<file path="config.mk">
export PLATFORM = sky130hd
export DESIGN_NAME = spi3_reg_target
export DESIGN_NICKNAME = d
export VERILOG_FILES = /design/src/rtl/spi3_regs_pkg.sv /design/src/rtl/spi3_frame.sv /design/src/rtl/spi3_regbank.sv /design/src/rtl/spi3_txdrv.sv /design/src/rtl/spi3_reg_target.sv
export SDC_FILE = /design/constraint.sdc
export NUM_CORES = 1
export LEC_CHECK = 0
export ABC_AREA = 1
export BUFFER_PORTS_ARGS = -buffer_cell sky130_fd_sc_hd__buf_2
export CAP_MARGIN = 15
export CORE_MARGIN = 5
export CORE_UTILIZATION = 54
export CTS_BUF_LIST = sky130_fd_sc_hd__clkbuf_2
export DETAILED_ROUTE_END_ITERATION = 8
export GPL_ROUTABILITY_DRIVEN = 0
export HOLD_SLACK_MARGIN = 0.12
export PLACE_DENSITY = 0.78
export SLEW_MARGIN = 25
export SYNTH_ARGS = -nofsm -noshare
export SYNTH_HDL_FRONTEND = slang
export SYNTH_SLANG_ARGS = --single-unit
</file>
<file path="constraint.sdc">
create_clock -name sclk -period 2.5 [get_ports sclk]
set_clock_uncertainty 0.2 [all_clocks]
set_input_delay 0.5 -clock sclk [delete_from_list [all_inputs] [get_ports sclk]]
set_output_delay 0.5 -clock sclk [all_outputs]
set_load 0.1 [all_outputs]
</file>
<file path="src/rtl/spi3_regs_pkg.sv">
package spi3_regs_pkg;

  // Frame geometry (defaults; modules take their own parameters)
  localparam int DEF_ADDR_W = 6;
  localparam int DEF_DATA_W = 8;
  localparam int DEF_RES_W  = 3;

  // Register addresses decoded by the register bank
  localparam int A_SCRATCH = 0;
  localparam int A_IDENT   = 1;
  localparam int A_RES     = 2;
  localparam int A_PWR     = 3;

  // Bit positions inside the power/control byte
  localparam int PWR_ON_BIT = 0;

  function automatic int sw_ctrl_bit(input int data_w);
    return data_w - 1;
  endfunction

endpackage

</file>
<file path="src/rtl/spi3_frame.sv">
module spi3_frame
  import spi3_regs_pkg::*;
#(
  parameter int ADDR_W = DEF_ADDR_W,
  parameter int DATA_W = DEF_DATA_W,
  localparam int HDR_W   = ADDR_W + 1,
  localparam int DATA_LO = HDR_W + 1,
  localparam int FRAME_W = DATA_LO + DATA_W,
  localparam int CNT_W   = $clog2(FRAME_W + 1)
) (
  input  logic              sclk,
  input  logic              rst_n,
  input  logic              cs_n,
  input  logic              sdio_in,
  output logic [CNT_W-1:0]  cnt_q,
  output logic              rd_q,
  output logic [ADDR_W-1:0] addr_q,
  output logic              wr_en,
  output logic [DATA_W-1:0] wdata
);

  localparam logic [CNT_W-1:0] C_DIR  = CNT_W'(ADDR_W);
  localparam logic [CNT_W-1:0] C_DLO  = CNT_W'(DATA_LO);
  localparam logic [CNT_W-1:0] C_LAST = CNT_W'(FRAME_W - 1);
  localparam logic [CNT_W-1:0] C_END  = CNT_W'(FRAME_W);

  logic [DATA_W-2:0] shreg_q;

  // Bit counter, header capture and write data shift
  always_ff @(posedge sclk) begin
    if (!rst_n || cs_n) begin
      cnt_q   <= '0;
      rd_q    <= 1'b0;
      addr_q  <= '0;
      shreg_q <= '0;
    end else if (cnt_q != C_END) begin
      cnt_q <= cnt_q + 1'b1;
      if (cnt_q < C_DIR)
        addr_q <= {addr_q[ADDR_W-2:0], sdio_in};
      if (cnt_q == C_DIR)
        rd_q <= sdio_in;
      if (cnt_q >= C_DLO)
        shreg_q <= {shreg_q[DATA_W-3:0], sdio_in};
    end
  end

  // Commit strobe on the last data bit of a write frame
  assign wr_en = rst_n && !cs_n && !rd_q && (cnt_q == C_LAST);
  assign wdata = {shreg_q, sdio_in};


  abort_clears_chk: assert property (@(posedge sclk) disable iff (!rst_n)
    cs_n |=> (cnt_q == '0) && !rd_q);


  header_hold_chk: assert property (@(posedge sclk) disable iff (!rst_n)
    (!cs_n && cnt_q > C_DIR) |=> $stable(addr_q));

endmodule

</file>
<file path="src/rtl/spi3_regbank.sv">
module spi3_regbank
  import spi3_regs_pkg::*;
#(
  parameter int ADDR_W = DEF_ADDR_W,
  parameter int DATA_W = DEF_DATA_W,
  parameter int RES_W  = DEF_RES_W,
  localparam int NIB_W = DATA_W / 2,
  parameter logic [NIB_W-1:0] CHIP_ID  = NIB_W'(1),
  parameter logic [NIB_W-1:0] CHIP_REV = NIB_W'(3),
  parameter logic [RES_W-1:0] RES_RST  = '1,
  localparam int SW_BIT = sw_ctrl_bit(DATA_W)
) (
  input  logic              sclk,
  input  logic              rst_n,
  input  logic [ADDR_W-1:0] addr,
  input  logic              wr_en,
  input  logic [DATA_W-1:0] wdata,
  output logic [DATA_W-1:0] rdata,
  input  logic [RES_W-1:0]  strap_res,
  input  logic              strap_standby,
  output logic [RES_W-1:0]  res_code_q,
  output logic              standby_q
);

  localparam logic [ADDR_W-1:0] AD_SCR = ADDR_W'(A_SCRATCH);
  localparam logic [ADDR_W-1:0] AD_ID  = ADDR_W'(A_IDENT);
  localparam logic [ADDR_W-1:0] AD_RES = ADDR_W'(A_RES);
  localparam logic [ADDR_W-1:0] AD_PWR = ADDR_W'(A_PWR);

  logic [DATA_W-1:0] scratch_q;
  logic [RES_W-1:0]  res_q;
  logic              pwr_on_q;
  logic              sw_ctrl_q;

  // Register writes
  always_ff @(posedge sclk) begin
    if (!rst_n) begin
      scratch_q <= '0;
      res_q     <= RES_RST;
      pwr_on_q  <= 1'b0;
      sw_ctrl_q <= 1'b0;
    end else if (wr_en) begin
      unique case (addr)
        AD_SCR: scratch_q <= wdata;
        AD_RES: res_q     <= wdata[RES_W-1:0];
        AD_PWR: begin
          pwr_on_q  <= wdata[PWR_ON_BIT];
          sw_ctrl_q <= wdata[SW_BIT];
        end
        default: ;
      endcase
    end
  end

  // Read mux
  always_comb begin
    rdata = '0;
    unique case (addr)
      AD_SCR: rdata = scratch_q;
      AD_ID:  rdata = {CHIP_ID, CHIP_REV};
      AD_RES: rdata[RES_W-1:0] = res_q;
      AD_PWR: begin
        rdata[PWR_ON_BIT] = pwr_on_q;
        rdata[SW_BIT]     = sw_ctrl_q;
      end
      default: rdata = '0;
    endcase
  end

  // Control source select, registered toward the display logic
  always_ff @(posedge sclk) begin
    if (!rst_n) begin
      res_code_q <= RES_RST;
      standby_q  <= 1'b1;
    end else if (sw_ctrl_q) begin
      res_code_q <= res_q;
      standby_q  <= !pwr_on_q;
    end else begin
      res_code_q <= strap_res;
      standby_q  <= strap_standby;
    end
  end


  scratch_commit_chk: assert property (@(posedge sclk) disable iff (!rst_n)
    (wr_en && addr == AD_SCR) |=> scratch_q == $past(wdata));


  ignore_unmapped_chk: assert property (@(posedge sclk) disable iff (!rst_n)
    (wr_en && addr > AD_PWR) |=>
      $stable(scratch_q) && $stable(res_q) && $stable(pwr_on_q) && $stable(sw_ctrl_q));


  strap_follow_chk: assert property (@(posedge sclk) disable iff (!rst_n)
    !sw_ctrl_q |=> (res_code_q == $past(strap_res)) && (standby_q == $past(strap_standby)));


  sw_follow_chk: assert property (@(posedge sclk) disable iff (!rst_n)
    sw_ctrl_q |=> (standby_q == !$past(pwr_on_q)) && (res_code_q == $past(res_q)));

endmodule

</file>
<file path="src/rtl/spi3_txdrv.sv">
module spi3_txdrv
  import spi3_regs_pkg::*;
#(
  parameter int ADDR_W = DEF_ADDR_W,
  parameter int DATA_W = DEF_DATA_W,
  localparam int HDR_W   = ADDR_W + 1,
  localparam int DATA_LO = HDR_W + 1,
  localparam int FRAME_W = DATA_LO + DATA_W,
  localparam int CNT_W   = $clog2(FRAME_W + 1)
) (
  input  logic              sclk,
  input  logic              rst_n,
  input  logic              cs_n,
  input  logic [CNT_W-1:0]  cnt,
  input  logic              is_rd,
  input  logic [DATA_W-1:0] rdata,
  output logic              out_bit,
  output logic              out_en
);

  localparam logic [CNT_W-1:0] C_DLO = CNT_W'(DATA_LO);
  localparam logic [CNT_W-1:0] C_END = CNT_W'(FRAME_W);

  logic [DATA_W-2:0] sh_q;

  // Data leaves on the falling edge so the master samples it on the rising edge
  always_ff @(negedge sclk) begin
    if (!rst_n || cs_n) begin
      out_en  <= 1'b0;
      out_bit <= 1'b0;
      sh_q    <= '0;
    end else if (is_rd && cnt == C_DLO) begin
      out_en  <= 1'b1;
      out_bit <= rdata[DATA_W-1];
      sh_q    <= rdata[DATA_W-2:0];
    end else if (is_rd && cnt > C_DLO && cnt < C_END) begin
      out_en  <= 1'b1;
      out_bit <= sh_q[DATA_W-2];
      sh_q    <= {sh_q[DATA_W-3:0], 1'b0};
    end else begin
      out_en  <= 1'b0;
      out_bit <= 1'b0;
    end
  end


  turnaround_hiz_chk: assert property (@(posedge sclk) disable iff (!rst_n)
    (cnt < C_DLO) |-> !out_en);


  no_drive_on_write_chk: assert property (@(posedge sclk) disable iff (!rst_n)
    out_en |-> is_rd);

endmodule

</file>
<file path="src/rtl/spi3_reg_target.sv">
module spi3_reg_target
  import spi3_regs_pkg::*;
#(
  parameter int ADDR_W = DEF_ADDR_W,
  parameter int DATA_W = DEF_DATA_W,
  parameter int RES_W  = DEF_RES_W,
  localparam int NIB_W = DATA_W / 2,
  parameter logic [NIB_W-1:0] CHIP_ID  = NIB_W'(1),
  parameter logic [NIB_W-1:0] CHIP_REV = NIB_W'(3),
  parameter logic [RES_W-1:0] RES_RST  = '1,
  localparam int CNT_W = $clog2(ADDR_W + 2 + DATA_W + 1)
) (
  input  logic             sclk,
  input  logic             rst_n,
  input  logic             cs_n,
  input  logic             sdio_in,
  output logic             sdio_out,
  output logic             sdio_oe,
  input  logic [RES_W-1:0] strap_res,
  input  logic             strap_standby,
  output logic [RES_W-1:0] res_code,
  output logic             standby
);

  logic [CNT_W-1:0]  cnt;
  logic              is_rd;
  logic [ADDR_W-1:0] addr;
  logic              wr_en;
  logic [DATA_W-1:0] wdata;
  logic [DATA_W-1:0] rdata;

  spi3_frame #(.ADDR_W(ADDR_W), .DATA_W(DATA_W)) u_frame (
    .sclk    (sclk),
    .rst_n   (rst_n),
    .cs_n    (cs_n),
    .sdio_in (sdio_in),
    .cnt_q   (cnt),
    .rd_q    (is_rd),
    .addr_q  (addr),
    .wr_en   (wr_en),
    .wdata   (wdata)
  );

  spi3_regbank #(
    .ADDR_W(ADDR_W), .DATA_W(DATA_W), .RES_W(RES_W),
    .CHIP_ID(CHIP_ID), .CHIP_REV(CHIP_REV), .RES_RST(RES_RST)
  ) u_regs (
    .sclk          (sclk),
    .rst_n         (rst_n),
    .addr          (addr),
    .wr_en         (wr_en),
    .wdata         (wdata),
    .rdata         (rdata),
    .strap_res     (strap_res),
    .strap_standby (strap_standby),
    .res_code_q    (res_code),
    .standby_q     (standby)
  );

  spi3_txdrv #(.ADDR_W(ADDR_W), .DATA_W(DATA_W)) u_tx (
    .sclk    (sclk),
    .rst_n   (rst_n),
    .cs_n    (cs_n),
    .cnt     (cnt),
    .is_rd   (is_rd),
    .rdata   (rdata),
    .out_bit (sdio_out),
    .out_en  (sdio_oe)
  );


  reset_quiet_chk: assert property (@(posedge sclk)
    $past(!rst_n) && !rst_n |-> !sdio_oe && standby && (res_code == RES_RST));

endmodule

</file>
== Word-level counts from Yosys, hierarchy flattened ==
Cells that the tools add are included.

* Register bits after elaboration: 45
* Input bits: 8

* Add/subtract/negate cells: 1
* Magnitude comparators: 4
* Equal/unequal tests: 7
* Mux-type cells: 12
* Reduce and logical (&&, ||, !) cells: 19

{| class="wikitable"
|+ Operators with widths
! kind !! number
|-
| $mux 7 || 2
|-
| $eq 6x2->1 const B || 2
|-
| $reduce_and 2->1 || 6
|-
| $eq 5x4->1 const B || 2
|-
| $pmux 4 s2 || 1
|-
| $eq 6x1->1 const B || 1
|-
| $logic_and 1x1->1 || 6
|-
| $logic_not 6->1 || 1
|-
| $pmux 2 s3 || 1
|-
| $add 5x1->5 const B || 1
|-
| $eq 5x3->1 const B || 1
|-
| $ge 5x4->1 const B || 1
|-
| $gt 5x4->1 const B || 1
|-
| $lt 5x3->1 const B || 1
|-
| $lt 5x5->1 const B || 1
|-
| $mux 1 || 5
|-
| $ne 5x5->1 const B || 1
|-
| $logic_not 1->1 || 4
|-
| $pmux 1 s4 || 1
|-
| $mux 3 || 1
|-
| $pmux 1 s2 || 1
|-
| $reduce_bool 2->1 || 1
|-
| $logic_or 1x1->1 || 1
|}

== Depth between registers and ports, before layout ==
Gate-level depths: netlist of run 1.

* Depth in word-level cells: 5
* Gate-level depth with buffers: 10
* Mapped depth without buffers: 10

== Modules after synthesis ==
Synthesis of run 1 repeated with hierarchy kept, for this count alone.

* Cells, all modules: 318
* Area, all modules: 2288.4 um2

{| class="wikitable"
|+ By module, submodules not included
! module !! times used !! cells each !! area an instance (um2)
|-
| spi3_frame || 1 || 118 || 919.6
|-
| spi3_regbank || 1 || 130 || 868.3
|-
| spi3_txdrv || 1 || 70 || 500.5
|}

==> metrics.md, run 1 <==
| Metric | Value |
|---|---|
| Status | complete, but fails checks |
| Failing checks | negative setup slack |
| Number of I/O port buffers | 13 |
| Final ANT Viol Nets | 0 |
| FF+latch count, synth | 45 |
| Max_slew headroom | 0.678 |
| Drt pass-1 iters | 4 |
| WHS Endpoint | u_regs.scratch_q[0] |
| RR Startpoint | u_frame.cnt_q[0] |
| DR WL/cell | 14.0 um |
| Post-Syn Instances | 245 |
| Clock root buffer | clkbuf_2 |
| CTS H-tree depth | 2 |
| Top Ports | 14 |
| Total number of vias | 1,842 |
| CP Buf/Inv Count | 1 |
| Die H | 68.8 um |
| Hold path start | sdio_in |
| Hold Path Stages | 3 |
| Post-Layout Inst Area | 0.00256 mm2 |
| Max Transition Viols Final | 0 |
| Reg2reg path depth | 10 |
| Sequential-to-total area share from yosys stat | 0.483 |
| Hold_ws | 0.245 ns |
| Setup crit start kind | flop |
| Mean Syn Cell Area | 7.61 um2 |
| Mapped Area | 0.00186 mm2 |
| # setup viols final | 10 |
| Critical path data required time | 1.80 ns |
| Net count after synthesis | 256 |
| Area grow syn2layout | 37.3% |
| Fill cell count | 220 |
| Peak supply drop | 0.000328 V |
| Hpwl dp | 3110 um |
| Worst-path clk slew | 0.21 ns |
| Die W | 68.8 um |
| First DRT Iteration DRCs | 124 |
| Final WL | 4920 um |
| DR vias/cell | 5.26 |
| Total gr overflow | 0 |
| Die Area | 0.00473 mm2 |
| Leakage | 1.12 nW |
| Worst path slowest cell | dfxtp_4 |
| Fin util | 0.767 |
| Antenna violations before repair | 0 |
| Overall routing resource usage | 0.214 |
| Worst-Skew Late Latency | 0.45 ns |
| Max Buffers Root-to-Sink | 2 |
| CP Capture Type | output port |
| RSZ-0062 raised after global routing | yes |
| CTS tree | built |
| CP delay by family, top | flip-flops |
| Antenna Cells | 0 |
| WS Path Type | flop to output port |
| Critical Path Source | u_tx.out_bit |
| Critical Path AT | 2.20 ns |
| Post-placement cell area | 0.00223 mm2 |
| Layout cells sized above 1 | 0.359 |
| Pwr Density | 468 mW/mm2 |
| Cell row count | 21 |
| Syn. warnings | 0 |
| Worst-path cell chain | buf_12 |
| Reg2Reg Capture Point | u_tx.sh_q[2] |
| Power Total | 1.20 mW |
| Core area | 0.00334 mm2 |
| Setup slack after layout | -0.405 ns |
| DR DRC count | 0 |
| Unique masters post-synth | 22 |
| Hold crit path type | input pin to flop |
| Register-to-register setup slack | -0.33 ns |
| Largest net degree at the start of global routing | 18 |
| First-pass GRT wire length | 7390 um |
| Hold Vio Cnt, Final | 0 |
| CP peak stage delay | 0.35 ns |
| Critical-path maximum fanout | 1 |
| Vias in the first global route | 1,648 |
| Number of max-cap violations | 0 |
| Worst slew pin tran | 0.487 ns |
| TritonCTS Buffers | 5 |
| Nets | 314 |
| Clk sink count | 45 |
| Initial core utilization | 0.559 |
## worst max-delay path by stage
stage / cells after the start / to
after floorplan: 10 / u_tx.sh_q[1]
after global placement: 10 / u_tx.sh_q[1]
after detailed placement: 10 / u_tx.sh_q[2]
after CTS: 1 / sdio_out
after global routing: 1 / sdio_out
final: 1 / sdio_out
## metrics by stage
stage          setup TNS [ns]  instances  setup WS (ns)
2_1_floorplan          -0.978        245         -0.216
3_3_place_gp            -1.16        326         -0.153
3_5_place_dp            -1.63        326         -0.255
4_1_cts                 -2.60        348         -0.418
5_1_grt                 -3.52        350         -0.473
6_report                -2.80        350         -0.405
## where the power goes
part           internal [mW]  switching, mW
logic                 0.0418         0.0754
clock network         0.0950          0.258
registers              0.724        0.00347
total                  0.861          0.337
## placed cells by master, fill, tap and decap left out, types with 3 or more instances in the layout
cell / count
buf_2: 11
buf_4: 28
nor2_4: 7
inv_1: 29
nand2_1: 24
clkbuf_2: 7
nand3_4: 4
a21oi_2: 8
nor2_2: 5
nand3_2: 3
inv_2: 6
dlygate4sd3_1: 4
o211ai_1: 3
dfxtp_2: 9
a21oi_1: 15
buf_12: 3
nor2_1: 40
nand2_2: 4
nand3_1: 9
o21ai_0: 29
dfxtp_1: 35
## metal layers
metal,GRT usage,share of wire
met5,0,0
met4,0.0925,0.022
met3,0.0567,0.053
met2,0.337,0.51
met1,0.274,0.41
## synthesized netlist by cell type (all sizes together)
cell type / count / area [um2]
clkbuf: 1 / 3.75
inv: 29 / 109
o2111ai: 1 / 8.76
buf: 4 / 20.0
o21ai: 31 / 155
nor3: 2 / 15.0
ha: 3 / 37.5
a22oi: 4 / 30.0
nor2: 52 / 223
nand3: 16 / 90.1
nand2: 29 / 109
xnor2: 1 / 8.76
a21oi: 24 / 131
o211ai: 3 / 22.5
dfxtp: 45 / 901
## kinds of logic after synthesis
group                      count (synthesis)  synth area share
and+or+nand+nor                           99             0.234
AOI/OAI and AO/OA                         63             0.187
DFF                                       45             0.483
buffers and inverters                     34            0.0711
adders and majority gates                  3            0.0201
xor gates and xnor gates                   1           0.00470
## layout make-up
cell class,count,area (um2),area share
Sequential cell,45,916,0.358
Inverter,28,110,0.0430
Clock buffer,7,35.0,0.0137
Multi-Input combinational cell,166,1010,0.396
Tap cell,46,57.6,0.0225
Clock inverter,10,38.8,0.0152
Timing Repair Buffer,48,388,0.152
## repair_timing
action,4_1_cts,5_1_grt
hold buffers,4,0
resized for setup,18,29
setup buffers,2,2
pin swaps,8,10
setup endpoints to repair,10,10
hold endpoints to repair,4,0
## sequential cells by signal, indices dropped and copies added, names as in the netlist, 3 cells and up
register / count
u_regs.scratch_q: 8
u_frame.shreg_q: 7
u_tx.sh_q: 7
u_frame.addr_q: 6
u_frame.cnt_q: 5
u_regs.res_code_q: 3
u_regs.res_q: 3
No activity file was read; power rests on OpenSTA's default activity.
==> run 2, diff against run 1 <==
Settings changed: CAP_MARGIN 15 to unset, CTS_BUF_LIST sky130_fd_sc_hd__clkbuf_2 to sky130_fd_sc_hd__clkbuf_8.
==> metrics.md, run 2 (same netlist as run 1, synthesis figures left out) <==
| Metric | Value |
|---|---|
| Critical-path maximum fanout | 1 (unchanged) |
| CP delay by family, top | flip-flops (unchanged) |
| Overall routing resource usage | 0.217 (was 0.214) |
| Die Area | 0.00473 mm2 (unchanged) |
| Total gr overflow | 0 (unchanged) |
| WS Path Type | flop to output port (unchanged) |
| Commonest non-fill, non-tap cell in the layout | nor2_1 (unchanged) |
| Max Transition Viols Final | 0 (unchanged) |
| Initial core utilization | 0.559 (unchanged) |
| Setup crit start kind | flop (unchanged) |
| DR DRC count | 0 (unchanged) |
| Worst slew pin tran | 0.486 ns (was 0.487 ns) |
| Antenna Cells | 0 (unchanged) |
| Critical path data required time | 1.80 ns (about the same) |
| Fin util | 0.756 (was 0.767) |
| Power Total | 1.34 mW (was 1.20 mW) |
| Setup TNS | -2.56 ns (was -2.80 ns) |
| TritonCTS Buffers | 5 (unchanged) |
| Clk sink count | 45 (unchanged) |
| CP Buf/Inv Count | 1 (unchanged) |
| First-pass GRT wire length | 7430 um (was 7390 um) |
| Setup slack after layout | -0.329 ns (was -0.405 ns) |
| CTS tree | built (unchanged) |
| Worst path slowest cell | dfxtp_4 (unchanged) |
| Antenna violations before repair | 0 (unchanged) |
| Core area | 0.00334 mm2 (unchanged) |
| Pwr Density | 530 mW/mm2 (was 468 mW/mm2) |
| Nets | 313 (was 314) |
| First DRT Iteration DRCs | 116 (was 124) |
| Top reg by flops | u_regs.scratch_q (unchanged) |
| Top Ports | 14 (unchanged) |
| Vias in the first global route | 1,652 (was 1,648) |
| RSZ-0062 raised after global routing | yes (unchanged) |
| DR WL/cell | 14.1 um (was 14.0 um) |
| Leakage | 1.13 nW (was 1.12 nW) |
| CTS H-tree depth | 2 (unchanged) |
| Layout cells sized above 1 | 0.327 (was 0.359) |
| Clock root buffer | clkbuf_8 (was clkbuf_2) |
| Worst-path cell chain | buf_12 (unchanged) |
| Final ANT Viol Nets | 0 (unchanged) |
| Pre-CTS WS | -0.255 ns (unchanged) |
| Number of I/O port buffers | 13 (unchanged) |
| Hpwl dp | 3110 um (unchanged) |
| Total number of vias | 1,835 (was 1,842) |
| Area grow syn2layout | 35.3% (was 37.3%) |
| Largest regs | u_regs.scratch_q (8), u_frame.shreg_q (7), u_tx.sh_q (7) (unchanged) |
| Die W | 68.8 um (unchanged) |
| Worst-path clk slew | 0.08 ns (was 0.21 ns) |
| Number of max-cap violations | 0 (unchanged) |
| CTS Hold Bufs | 0 (was 4) |
| # setup viols final | 10 (unchanged) |
| Max_slew headroom | 0.678 (about the same) |
| Most frequent cells in the layout | 44 x nor2_1, 39 x dfxtp_1, 31 x inv_1 (was 40 x nor2_1, 35 x dfxtp_1, 29 x inv_1, 29 x o21ai_0, 28 x buf_4) |
| Max Buffers Root-to-Sink | 2 (unchanged) |
| CP Capture Type | output port (unchanged) |
| Hold crit path type | input pin to flop (unchanged) |
| Worst-Skew Late Latency | 0.36 ns (was 0.45 ns) |
| Cell row count | 21 (unchanged) |
| Status | complete, but fails checks (unchanged) |
| Number of flip-flops in the largest register | 8 (unchanged) |
| DR vias/cell | 5.26 (about the same) |
| Largest net degree at the start of global routing | 18 (unchanged) |
| Die H | 68.8 um (unchanged) |
| Critical Path AT | 2.13 ns (was 2.20 ns) |
| Hold Vio Cnt, Final | 0 (unchanged) |
| Failing checks | negative setup slack (unchanged) |
| Peak supply drop | 0.000368 V (was 0.000328 V) |
| Final WL | 4920 um (about the same) |
| CP peak stage delay | 0.35 ns (about the same) |
| Drt pass-1 iters | 4 (unchanged) |
## run 2: changes by cell type in the layout (fill, tap and decap cells not counted), sizes merged
cell         previous run  this run
dlygate4sd3             4         0
clkbuf                  7         5
buf                    44        47
inv                    37        39
## run 2: final cells by class
type,count,area (um2)
fillers,235,815
inverters,28,108
repair buffers,47,369
flip-flops and latches,45,911
multi-input cells,166,962
clock buffers,5,68.8
well taps,46,57.6
clock inverters,12,46.3
## run 2: per-layer routing
metal  track usage  wire (um)  up-vias
met4         0.109        184        0
met1         0.267       2130      860
li1              -          -      915
met2         0.341       2420       41
met5             0          0        -
met3        0.0648        192       19
## run 2: power breakdown
group	total (mW)	switching (mW)	internal, mW
combinational	0.117	0.0746	0.0428
clock	0.495	0.287	0.207
sequential	0.725	0.00278	0.723
total	1.34	0.364	0.973
## run 2: stage by stage
| stage | hold WS (ns) | std cells | cell area [um2] |
|---|---|---|---|
| global placement | 0.231 | 326 | 2230 |
| floorplan | 0.227 | 245 | 1900 |
| CTS | 0.197 | 347 | 2440 |
| finish | 0.190 | 349 | 2520 |
| detailed placement | 0.238 | 326 | 2230 |
| global route | 0.190 | 349 | 2520 |
## run 2: worst paths after layout
kind	cells after the start	to	from	slack (ns)
worst max-delay path	1	sdio_out	u_tx.out_bit	-0.33
worst min-delay path	3	u_regs.res_code_q[1]	strap_res[1]	0.19
worst max register to register	10	u_tx.sh_q[5]	u_frame.cnt_q[0]	-0.30
worst min register to register	1	u_regs.standby_q	u_regs.pwr_on_q	0.25
## run 2: repair_timing
| item | in CTS | in global routing |
|---|---|---|
| setup buffers | 5 | 2 |
| pin swaps | 13 | 14 |
| endpoints found under the setup margin | 10 | 10 |
| gates resized for setup | 15 | 18 |
## run 2: worst register-to-register path: stages (launching register included)
cell	delay, ns
dfxtp_2	0.33
inv_2	0.08
ha_4	0.14
inv_2	0.04
nor2_4	0.12
inv_4	0.05
nor2_4	0.15
buf_6	0.13
buf_6	0.11
nand3_2	0.07
a21oi_2	0.12
==> run 3, diff against run 2 <==
Settings changed: PLACE_DENSITY 0.78 to 0.73.
==> metrics.md, run 3 (same netlist as run 1, synthesis figures left out) <==
| Metric | Value |
|---|---|
| Worst path slowest cell | dfxtp_4 (unchanged) |
| Total number of vias | 1,739 (was 1,835) |
| Commonest non-fill, non-tap cell in the layout | nor2_1 (unchanged) |
| DR WL met2 | 2220 um (was 2420 um) |
| CP peak stage delay | 0.34 ns (was 0.35 ns) |
| TritonCTS Buffers | 5 (unchanged) |
| Layout cells sized above 1 | 0.321 (was 0.327) |
| Antenna violations before repair | 0 (unchanged) |
| First DRT Iteration DRCs | 112 (was 116) |
| Hold Vio Cnt, Final | 0 (unchanged) |
| Setup slack after layout | -0.315 ns (was -0.329 ns) |
| Worst-path clk slew | 0.09 ns (was 0.08 ns) |
| Setup crit start kind | flop (unchanged) |
| Overall routing resource usage | 0.200 (was 0.217) |
| Failing checks | negative setup slack (unchanged) |
| Nets | 312 (was 313) |
| Max Buffers Root-to-Sink | 2 (unchanged) |
| Critical path data required time | 1.80 ns (about the same) |
| CP delay by family, top | flip-flops (unchanged) |
| Fin cells | 348 (was 349) |
| Metal3 WL | 189 um (was 192 um) |
| Hpwl dp | 2900 um (was 3110 um) |
| WHS Endpoint | u_regs.res_code_q[2] (was u_regs.res_code_q[1]) |
| Hold path start | strap_res[2] (was strap_res[1]) |
| Reg2Reg Capture Point | u_tx.sh_q[1] (was u_tx.sh_q[5]) |
| DR vias/cell | 5.00 (was 5.26) |
| Most frequent cells in the layout | 41 x nor2_1, 39 x dfxtp_1, 30 x buf_4 (was 44 x nor2_1, 39 x dfxtp_1, 31 x inv_1) |
| Worst slew pin tran | 0.486 ns (about the same) |
| Worst-Skew Late Latency | 0.38 ns (was 0.36 ns) |
| Initial core utilization | 0.559 (unchanged) |
| First-pass GRT wire length | 6870 um (was 7430 um) |
| Drt pass-1 iters | 4 (unchanged) |
| Peak supply drop | 0.000411 V (was 0.000368 V) |
| Final WL | 4520 um (was 4920 um) |
| Antenna Cells | 0 (unchanged) |
| Cell row count | 21 (unchanged) |
| Number of I/O port buffers | 13 (unchanged) |
| CP Buf/Inv Count | 1 (unchanged) |
| DR DRC count | 0 (unchanged) |
| Placed insts | 326 (unchanged) |
| Power Total | 1.35 mW (was 1.34 mW) |
| RSZ-0062 raised after global routing | yes (unchanged) |
| Critical-path maximum fanout | 1 (unchanged) |
| Total gr overflow | 0 (unchanged) |
| Number of max-cap violations | 0 (unchanged) |
| Die H | 68.8 um (unchanged) |
| # setup viols final | 10 (unchanged) |
| WS Path Type | flop to output port (unchanged) |
| Max Transition Viols Final | 0 (unchanged) |
| RR Startpoint | u_frame.cnt_q[0] (unchanged) |
| Largest regs | u_regs.scratch_q (8), u_frame.shreg_q (7), u_tx.sh_q (7) (unchanged) |
| CTS Hold Bufs | 0 (unchanged) |
| Number of flip-flops in the largest register | 8 (unchanged) |
| Vias in the first global route | 1,491 (was 1,652) |
| Core area | 0.00334 mm2 (unchanged) |
| Max_slew headroom | 0.678 (about the same) |
| Top Ports | 14 (unchanged) |
| Met1 Wirelength | 2020 um (was 2130 um) |
| Critical Path AT | 2.11 ns (was 2.13 ns) |
| Top reg by flops | u_regs.scratch_q (unchanged) |
| DR WL/cell | 13.0 um (was 14.1 um) |
| CTS H-tree depth | 2 (unchanged) |
| Die W | 68.8 um (unchanged) |
| CTS tree | built (unchanged) |
| CP Capture Type | output port (unchanged) |
| Reg2reg path depth | 10 (unchanged) |
| Clk sink count | 45 (unchanged) |
| Sequential cell area | 911 um2 (unchanged) |
| Hold crit path type | input pin to flop (unchanged) |
| Status | complete, but fails checks (unchanged) |
| Register-to-register setup slack | -0.28 ns (was -0.30 ns) |
| Fill cell count | 257 (was 235) |
| Uppermost layer routed | met4 (unchanged) |
| Die Area | 0.00473 mm2 (unchanged) |
| Worst-path cell chain | buf_12 (unchanged) |
| Largest net degree at the start of global routing | 17 (was 18) |
| Clock root buffer | clkbuf_8 (unchanged) |
| Area grow syn2layout | 35.2% (was 35.3%) |
| Pwr Density | 537 mW/mm2 (was 530 mW/mm2) |
| Final ANT Viol Nets | 0 (unchanged) |
| Multi-input logic area | 966 um2 (was 962 um2) |
| Leakage | 1.12 nW (was 1.13 nW) |
| Hold Path Stages | 3 (unchanged) |
==> run 3: cell types whose count changed in the layout (fill, tap and decap cells not counted), moves of 2 or more <==
| cell | previous run | this run |
|---|---|---|
| nand2_2 | 3 | 0 |
| nand3_1 | 11 | 9 |
| nand2_1 | 25 | 28 |
| buf_6 | 5 | 3 |
| nand3_4 | 0 | 2 |
| nor2_2 | 1 | 5 |
| a21oi_2 | 9 | 5 |
| inv_1 | 31 | 29 |
| a21oi_1 | 14 | 18 |
| nor2_1 | 44 | 41 |
==> run 3: repair_timing <==
action / CTS / global route
endpoints found under the setup margin: 10 / 10
gates resized for setup: 13 / 20
pin swaps: 7 / 7
buffers inserted: 4 / 3
==> run 3: routing by layer <==
metal,vias up,GRT usage
met1,781,0.261
met3,9,0.0583
met4,0,0.0730
li1,915,-
met5,-,0
met2,34,0.312
==> run 3: worst min-delay path, cell delays in order <==
cell and delay (ns):
buf_2 0.07, nand2_1 0.04, nand3_1 0.05
==> run 3: stage by stage <==
step	hold WS (ns)	utilization	worst slack [ns]	setup TNS, ns	cell area, um2
after floorplan	0.227	-	-0.216	-0.978	1900
after global placement	0.239	0.668	-0.231	-1.94	2230
after detailed placement	0.243	0.668	-0.262	-2.02	2230
after CTS	0.189	0.728	-0.312	-1.93	2430
after global routing	0.183	0.756	-0.379	-2.82	2520
final	0.189	0.756	-0.315	-2.08	2520
==> run 3: area by class of cell <==
cell class,count,share of cell area
multi-input cells,166,0.383
repair buffers,46,0.140
clock inverters,12,0.0213
inverters,28,0.0437
well taps,46,0.0228
clock buffers,5,0.0273
flip-flops and latches,45,0.361
==> run 3: report_power, final <==
| part | switching (mW) | internal (mW) | total (mW) | leakage, nW |
|---|---|---|---|---|
| logic | 0.0722 | 0.0387 | 0.111 | 0.659 |
| registers | 0.00332 | 0.723 | 0.726 | 0.367 |
| clock network | 0.303 | 0.214 | 0.517 | 0.0897 |
| total | 0.378 | 0.975 | 1.35 | 1.12 |
==> run 3: how the worst max path moves through the flow <==
stage / slack [ns] / to / cells after the start / start
floorplan: -0.22 / u_tx.sh_q[1] / 10 / u_frame.cnt_q[0]
global placement: -0.23 / u_tx.sh_q[1] / 5 / rst_n
detailed placement: -0.26 / u_tx.sh_q[1] / 10 / u_frame.cnt_q[1]
CTS: -0.31 / sdio_out / 1 / u_tx.out_bit
global route: -0.38 / u_tx.sh_q[1] / 10 / u_frame.cnt_q[0]
finish: -0.31 / sdio_out / 1 / u_tx.out_bit
